### config.mk
export PLATFORM = sky130hd
export DESIGN_NAME = gesture_nav
export DESIGN_NICKNAME = d
export VERILOG_FILES = /design/src/rtl/gesture_nav_pkg.sv /design/src/rtl/gn_edge_sync.sv /design/src/rtl/gn_capture.sv /design/src/rtl/gn_nav_state.sv /design/src/rtl/gesture_nav.sv
export SDC_FILE = /design/constraint.sdc
export NUM_CORES = 1
export LEC_CHECK = 0
export BUFFER_PORTS_ARGS = -buffer_cell sky130_fd_sc_hd__buf_4
export CAP_MARGIN = 20
export CORE_ASPECT_RATIO = 0.7
export CORE_MARGIN = 4
export CORE_UTILIZATION = 45
export DETAILED_ROUTE_END_ITERATION = 16
export PLACE_DENSITY_LB_ADDON = 0.3
export SLEW_MARGIN = 20
export SYNTH_ARGS = -nofsm -noshare
export SYNTH_HDL_FRONTEND = slang
export SYNTH_HIERARCHICAL = 1
export SYNTH_SLANG_ARGS = --single-unit
### constraint.sdc
create_clock -name clk -period 3 [get_ports clk]
set_input_delay 0.3 -clock clk [delete_from_list [all_inputs] [get_ports clk]]
set_output_delay 0.3 -clock clk [all_outputs]
set_load 0.01 [all_outputs]
### src/rtl/gesture_nav_pkg.sv
package gesture_nav_pkg;

    localparam int X_W    = 10;
    localparam int Y_W    = 9;
    localparam int CNT_W  = 2;
    localparam int CODE_W = 8;

    localparam logic [CODE_W-1:0] CODE_NEXT  = 8'h14;
    localparam logic [CODE_W-1:0] CODE_PREV  = 8'h1C;
    localparam logic [CODE_W-1:0] CODE_ZIN   = 8'h48;
    localparam logic [CODE_W-1:0] CODE_ZOUT  = 8'h49;

    typedef enum logic [2:0] {
        ACT_NONE,
        ACT_TOUCH,
        ACT_PREV,
        ACT_NEXT,
        ACT_ZIN,
        ACT_ZOUT,
        ACT_KEEP
    } act_e;

    typedef struct packed {
        logic [X_W-1:0]    x;
        logic [Y_W-1:0]    y;
        logic [CNT_W-1:0]  cnt;
        logic [CODE_W-1:0] code;
    } report_t;

    // Direction codes: even values in the 0x10 or 0x30 row
    function automatic logic is_swipe(input logic [CODE_W-1:0] c);
        return ((c[7:4] == 4'h1) || (c[7:4] == 4'h3)) && !c[0];
    endfunction

    function automatic logic is_defined(input logic [CODE_W-1:0] c);
        logic misc;
        misc = (c == 8'h20) || (c == 8'h22) || (c == 8'h28) || (c == 8'h29) ||
               (c == 8'h40) || (c == CODE_ZIN) || (c == CODE_ZOUT);
        return is_swipe(c) || misc;
    endfunction

    function automatic act_e classify(input report_t r);
        act_e a;
        if (r.cnt == 2'd0 || r.cnt == 2'd3) begin
            a = ACT_NONE;
        end else if (r.code == CODE_NEXT) begin
            a = ACT_NEXT;
        end else if (r.code == CODE_PREV) begin
            a = ACT_PREV;
        end else if (r.code == CODE_ZIN) begin
            a = ACT_ZIN;
        end else if (r.code == CODE_ZOUT) begin
            a = ACT_ZOUT;
        end else if (is_defined(r.code)) begin
            a = ACT_KEEP;
        end else begin
            a = ACT_TOUCH;
        end
        return a;
    endfunction

endpackage

### src/rtl/gn_edge_sync.sv
module gn_edge_sync #(
    parameter int STAGES = 2
) (
    input  logic clk,
    input  logic rst,
    input  logic async_in,
    output logic rise
);
    // bits [STAGES-1:0] synchronise, bit STAGES holds the previous synced value
    logic [STAGES:0] chain;

    always_ff @(posedge clk) begin
        if (rst) begin
            chain <= '0;
        end else begin
            chain <= {chain[STAGES-1:0], async_in};
        end
    end

    assign rise = chain[STAGES-1] & ~chain[STAGES];
endmodule

### src/rtl/gn_capture.sv
module gn_capture
    import gesture_nav_pkg::*;
(
    input  logic    clk,
    input  logic    rst,
    input  logic    take,
    input  report_t rep_in,
    output logic    cap_vld,
    output report_t cap_rep,
    output act_e    cap_act
);
    always_ff @(posedge clk) begin
        if (rst) begin
            cap_vld <= 1'b0;
            cap_rep <= '0;
        end else begin
            cap_vld <= take;
            if (take) begin
                cap_rep <= rep_in;
            end
        end
    end

    assign cap_act = classify(cap_rep);
endmodule

### src/rtl/gn_nav_state.sv
module gn_nav_state
    import gesture_nav_pkg::*;
#(
    parameter int NUM_FRAMES  = 3,
    parameter int FRAME_WORDS = 384000,
    parameter int ADDR_W      = 21,
    parameter int IDX_W       = 2,
    parameter int ZOOM_W      = 3,
    parameter int ZOOM_MIN    = 1,
    parameter int ZOOM_MAX    = 4
) (
    input  logic              clk,
    input  logic              rst,
    input  logic              vld,
    input  act_e              act,
    input  logic [X_W-1:0]    in_x,
    input  logic [Y_W-1:0]    in_y,
    output logic [IDX_W-1:0]  photo_idx,
    output logic [ADDR_W-1:0] rd_base,
    output logic [ZOOM_W-1:0] zoom_lvl,
    output logic              touch_valid,
    output logic [X_W-1:0]    touch_x,
    output logic [Y_W-1:0]    touch_y
);
    localparam logic [IDX_W-1:0]  IDX_LAST = IDX_W'(NUM_FRAMES - 1);
    localparam logic [ZOOM_W-1:0] Z_LO     = ZOOM_W'(ZOOM_MIN);
    localparam logic [ZOOM_W-1:0] Z_HI     = ZOOM_W'(ZOOM_MAX);

    logic [IDX_W-1:0]  idx_nx;
    logic [ZOOM_W-1:0] zoom_nx;

    always_comb begin
        idx_nx  = photo_idx;
        zoom_nx = zoom_lvl;
        if (vld) begin
            unique case (act)
                ACT_NEXT: idx_nx  = (photo_idx == IDX_LAST) ? '0 : photo_idx + 1'b1;
                ACT_PREV: idx_nx  = (photo_idx == '0) ? IDX_LAST : photo_idx - 1'b1;
                ACT_ZIN:  zoom_nx = (zoom_lvl >= Z_HI) ? Z_HI : zoom_lvl + 1'b1;
                ACT_ZOUT: zoom_nx = (zoom_lvl <= Z_LO) ? Z_LO : zoom_lvl - 1'b1;
                default:  ;
            endcase
        end
    end

    always_ff @(posedge clk) begin
        if (rst) begin
            photo_idx   <= '0;
            rd_base     <= '0;
            zoom_lvl    <= Z_LO;
            touch_valid <= 1'b0;
            touch_x     <= '0;
            touch_y     <= '0;
        end else begin
            photo_idx   <= idx_nx;
            rd_base     <= ADDR_W'(FRAME_WORDS) * ADDR_W'(idx_nx);
            zoom_lvl    <= zoom_nx;
            touch_valid <= vld && (act == ACT_TOUCH);
            if (vld && act == ACT_TOUCH) begin
                touch_x <= in_x;
                touch_y <= in_y;
            end
        end
    end
endmodule

### src/rtl/gesture_nav.sv
module gesture_nav
    import gesture_nav_pkg::*;
#(
    parameter  int SYNC_STAGES = 2,
    parameter  int NUM_FRAMES  = 3,
    parameter  int FRAME_COLS  = 800,
    parameter  int FRAME_ROWS  = 480,
    parameter  int ZOOM_W      = 3,
    parameter  int ZOOM_MIN    = 1,
    parameter  int ZOOM_MAX    = 4,
    localparam int FRAME_WORDS = FRAME_COLS * FRAME_ROWS,
    localparam int ADDR_W      = $clog2(NUM_FRAMES * FRAME_WORDS),
    localparam int IDX_W       = $clog2(NUM_FRAMES)
) (
    input  logic              clk,
    input  logic              rst,
    input  logic              rdy_in,
    input  logic [X_W-1:0]    pt_x,
    input  logic [Y_W-1:0]    pt_y,
    input  logic [CNT_W-1:0]  touch_cnt,
    input  logic [CODE_W-1:0] gesture,
    output logic [IDX_W-1:0]  photo_idx,
    output logic [ADDR_W-1:0] rd_base,
    output logic [ZOOM_W-1:0] zoom_lvl,
    output logic              touch_valid,
    output logic [X_W-1:0]    touch_x,
    output logic [Y_W-1:0]    touch_y
);
    logic    rdy_rise;
    logic    cap_vld;
    report_t rep_in;
    report_t cap_rep;
    act_e    cap_act;

    assign rep_in = '{x: pt_x, y: pt_y, cnt: touch_cnt, code: gesture};

    gn_edge_sync #(.STAGES(SYNC_STAGES)) u_sync (
        .clk      (clk),
        .rst      (rst),
        .async_in (rdy_in),
        .rise     (rdy_rise)
    );

    gn_capture u_cap (
        .clk     (clk),
        .rst     (rst),
        .take    (rdy_rise),
        .rep_in  (rep_in),
        .cap_vld (cap_vld),
        .cap_rep (cap_rep),
        .cap_act (cap_act)
    );

    gn_nav_state #(
        .NUM_FRAMES  (NUM_FRAMES),
        .FRAME_WORDS (FRAME_WORDS),
        .ADDR_W      (ADDR_W),
        .IDX_W       (IDX_W),
        .ZOOM_W      (ZOOM_W),
        .ZOOM_MIN    (ZOOM_MIN),
        .ZOOM_MAX    (ZOOM_MAX)
    ) u_state (
        .clk         (clk),
        .rst         (rst),
        .vld         (cap_vld),
        .act         (cap_act),
        .in_x        (cap_rep.x),
        .in_y        (cap_rep.y),
        .photo_idx   (photo_idx),
        .rd_base     (rd_base),
        .zoom_lvl    (zoom_lvl),
        .touch_valid (touch_valid),
        .touch_x     (touch_x),
        .touch_y     (touch_y)
    );
endmodule

==> flow_summary.json <==
{
  "p_leak_nw": 1.391,
  "layout_worst_path_cycle_share_pct": 85.34,
  "drc": 0,
  "io_buffers": 67,
  "slew_viol_final": 0,
  "yosys.area.top_type_share_pct": 47.28,
  "gp_congestion": 0.7884,
  "grt_first_pass_wirelength_mm": 8.790,
  "cts_buffer_depth": 2,
  "max_slew_margin_pct": 57.34,
  "critPathMaxFanout": 5,
  "layout.nets": 385,
  "drt-initial-drc-count": 90,
  "fp.coreArea_sq_um": 5727,
  "fin_worst_skew_ns": 0.009782,
  "path_class": "flip-flop to flip-flop",
  "dpl_cell_area_sq_um": 3127,
  "cp.arrival_ns": 2.76,
  "ctsResizeCount": 0,
  "yosysWarningCount": 6,
  "clock_latency_ns": 0.34,
  "numCtsBuffers": 9,
  "postCtsSetupRepairBufs": 0,
  "grt_pass1_vias": 1936,
  "antenna_found_initial": 0,
  "grt_start_max_net_pins": 64,
  "cts_tree": "yes",
  "clk_pin_slew_ns": 0.07,
  "design_area_sq_um": 3324,
  "vias": 2011,
  "ir_drop_v": 0.0002886,
  "period_needed_ns": 2.560,
  "min-delay-path-class": "input pin to flip-flop",
  "synth.largest_area_cell": "dfxtp_1",
  "fin_util_pct": 58.05,
  "netlist_instances": 284,
  "cts_hold_buf": 0,
  "avgSynthCellArea_sq_um": 9.393,
  "hold_viol_final": 0,
  "tightest_slew_ns": 0.6399,
  "p_per_area_nw_per_um2": 507.0,
  "critPathLaunchType": "flip-flop",
  "num-fill-cells": 529,
  "netlist_top_cells_area": "dfxtp_1 47%, mux2i_1 11%, nand2_1 5.8%",
  "cp.required_ns": 3.20,
  "ant_nets": 0,
  "status": "finished, final reports clean",
  "ys_seq_elements": 63,
  "diodes": 0,
  "first_pass_iters": 4,
  "rsz0062_at_grt": "false",
  "worstSetupEndpointType": "flip-flop",
  "core.rowCount": 23,
  "dp_cells": 407,
  "drive_gt1_share_pct": 26.44,
  "fin_cells": 423,
  "cap_violations": 0,
  "wl_per_cell_um": 12.34,
  "cts_max_level": 3,
  "drt-total-wl_mm": 5.219,
  "hpwl_mm": 3.603,
  "area_growth_pct": 24.62,
  "die_h_um": 72.42,
  "dieArea_sq_um": 7243,
  "io_pins": 78,
  "overflow": 0,
  "cts_sinks": 63,
  "avgViaCountPerCell": 4.754,
  "grt_usage_pct": 15.52,
  "ys_seq_area_share_pct": 47.28,
  "die_x_um": 100.0,
  "cts_root_buffer": "clkbuf_8",
  "clock.fmax_mhz": 390.6,
  "netlist_area_sq_um": 2668,
  "setup_tns_ns": 0,
  "start_util_pct": 46.58,
  "yosysUniqueCellTypes": 41,
  "setup-violations-final": 0
}
-- kinds of logic (layout without fill, tap and decap cells) --
logic type | count (synthesis) | count (layout) | synth area share [%]
AOI/OAI and AO/OA | 37 | 37 | 8.912
xor gates and xnor gates | 1 | 1 | 0.3284
adders and majority gates | 10 | 10 | 4.690
buffers and inverters | 40 | 95 | 8.865
DFF | 63 | 63 | 47.28
muxes | 32 | 32 | 12.24
other | 1 | 10 | 0.1406
and+or+nand+nor | 100 | 100 | 17.54
-- worst paths after layout --
kind | endpoint | cells after the start | slack, ns | start
setup reg to reg | u_state/rd_base[11] | 9 | 0.44 | u_cap/cap_rep[4]
setup / recovery | u_state/rd_base[11] | 9 | 0.44 | u_cap/cap_rep[4]
hold / removal | u_sync/chain[0] | 2 | 0.17 | rdy_in
hold reg to reg | u_sync/chain[1] | 1 | 0.45 | u_sync/chain[0]
-- state kept, by name, summed over array words and instances (netlist names) --
register and count:
u_cap/cap_rep 29, u_cap/cap_vld 1, u_state/photo_idx 2, u_state/rd_base 5
u_state/touch_valid 1, u_state/touch_x 10, u_state/touch_y 9, u_state/zoom_lvl 3
u_sync/chain 3
-- power by group --
| part | internal (mW) | total, mW | switching [mW] |
|---|---|---|---|
| logic | 0.0546 | 0.107 | 0.0521 |
| clock network | 0.387 | 0.717 | 0.330 |
| registers | 0.852 | 0.861 | 0.00986 |
-- stage by stage --
step / hold WS, ns / power [mW] / setup WS, ns
global placement: 0.4181 / 0.9849 / 0.5690
floorplan: 0.3716 / 0.9526 / 0.6865
CTS: 0.1556 / 1.711 / 0.4348
detailed placement: 0.4266 / 0.9872 / 0.4689
finish: 0.1711 / 1.685 / 0.4397
global route: 0.1552 / 1.767 / 0.1759
-- per-layer routing --
layer	routed length, um	global-route usage [%]
met3	356	7.493
met5	0	0
met4	57	5.082
met1	2410	19.13
met2	2396	24.02
-- synth_stat cells --
cell type	number
a221oi_1	1
nand3b_1	2
o21ai_0	2
nand2b_1	2
mux2_4	1
a221oi_2	1
or2_0	1
o2bb2ai_2	1
nand4bb_1	1
clkbuf_1	9
nor2_1	34
inv_1	8
mux2_1	1
buf_6	2
nand2_1	41
xnor2_1	1
a31o_1	1
a31oi_1	2
a21o_1	1
nor4b_1	1
or2_1	1
nor2b_1	10
buf_2	3
o2bb2ai_1	1
and4bb_1	1
dfxtp_1	63
ha_1	10
and4bb_2	1
and2_2	1
buf_4	18
nor3b_1	1
a32oi_1	1
mux2i_1	30
a221o_1	1
a211o_1	1
and2_1	1
and3b_1	1
a21oi_1	23
nor2b_2	1
conb_1	1
a311oi_1	1
-- worst max-delay path, cell delays in order, from the launching register on --
cell,delay (ns)
dfxtp_1,0.40
mux2_4,0.33
o2bb2ai_2,0.16
nand3b_1,0.12
a31oi_1,0.33
nand3b_1,0.20
a211o_1,0.33
and2_1,0.18
ha_1,0.26
nor2b_1,0.12
-- final cells by class --
class	instances	area (sq um)	area share, %
Inverter	8	30.03	0.9033
Multi-Input combinational cell	190	1209	36.36
Timing Repair Buffer	71	533.0	16.03
Tap cell	75	93.84	2.823
Clock inverter	6	70.07	2.108
Sequential cell	63	1261	37.94
Clock buffer	10	127.6	3.839
-- cell usage in the layout, fill, tap and decap left out, types with 2 or more instances in the layout --
cell type   instances
buf_4              71
dfxtp_1            63
nand2_1            41
nor2_1             34
mux2i_1            30
a21oi_1            23
nor2b_1            10
ha_1               10
conb_1             10
clkbuf_8            9
inv_1               8
clkinvlp_4          3
nand2b_1            2
nand3b_1            2
a31oi_1             2
o21ai_0             2
Power figures use the tool's default switching activity.
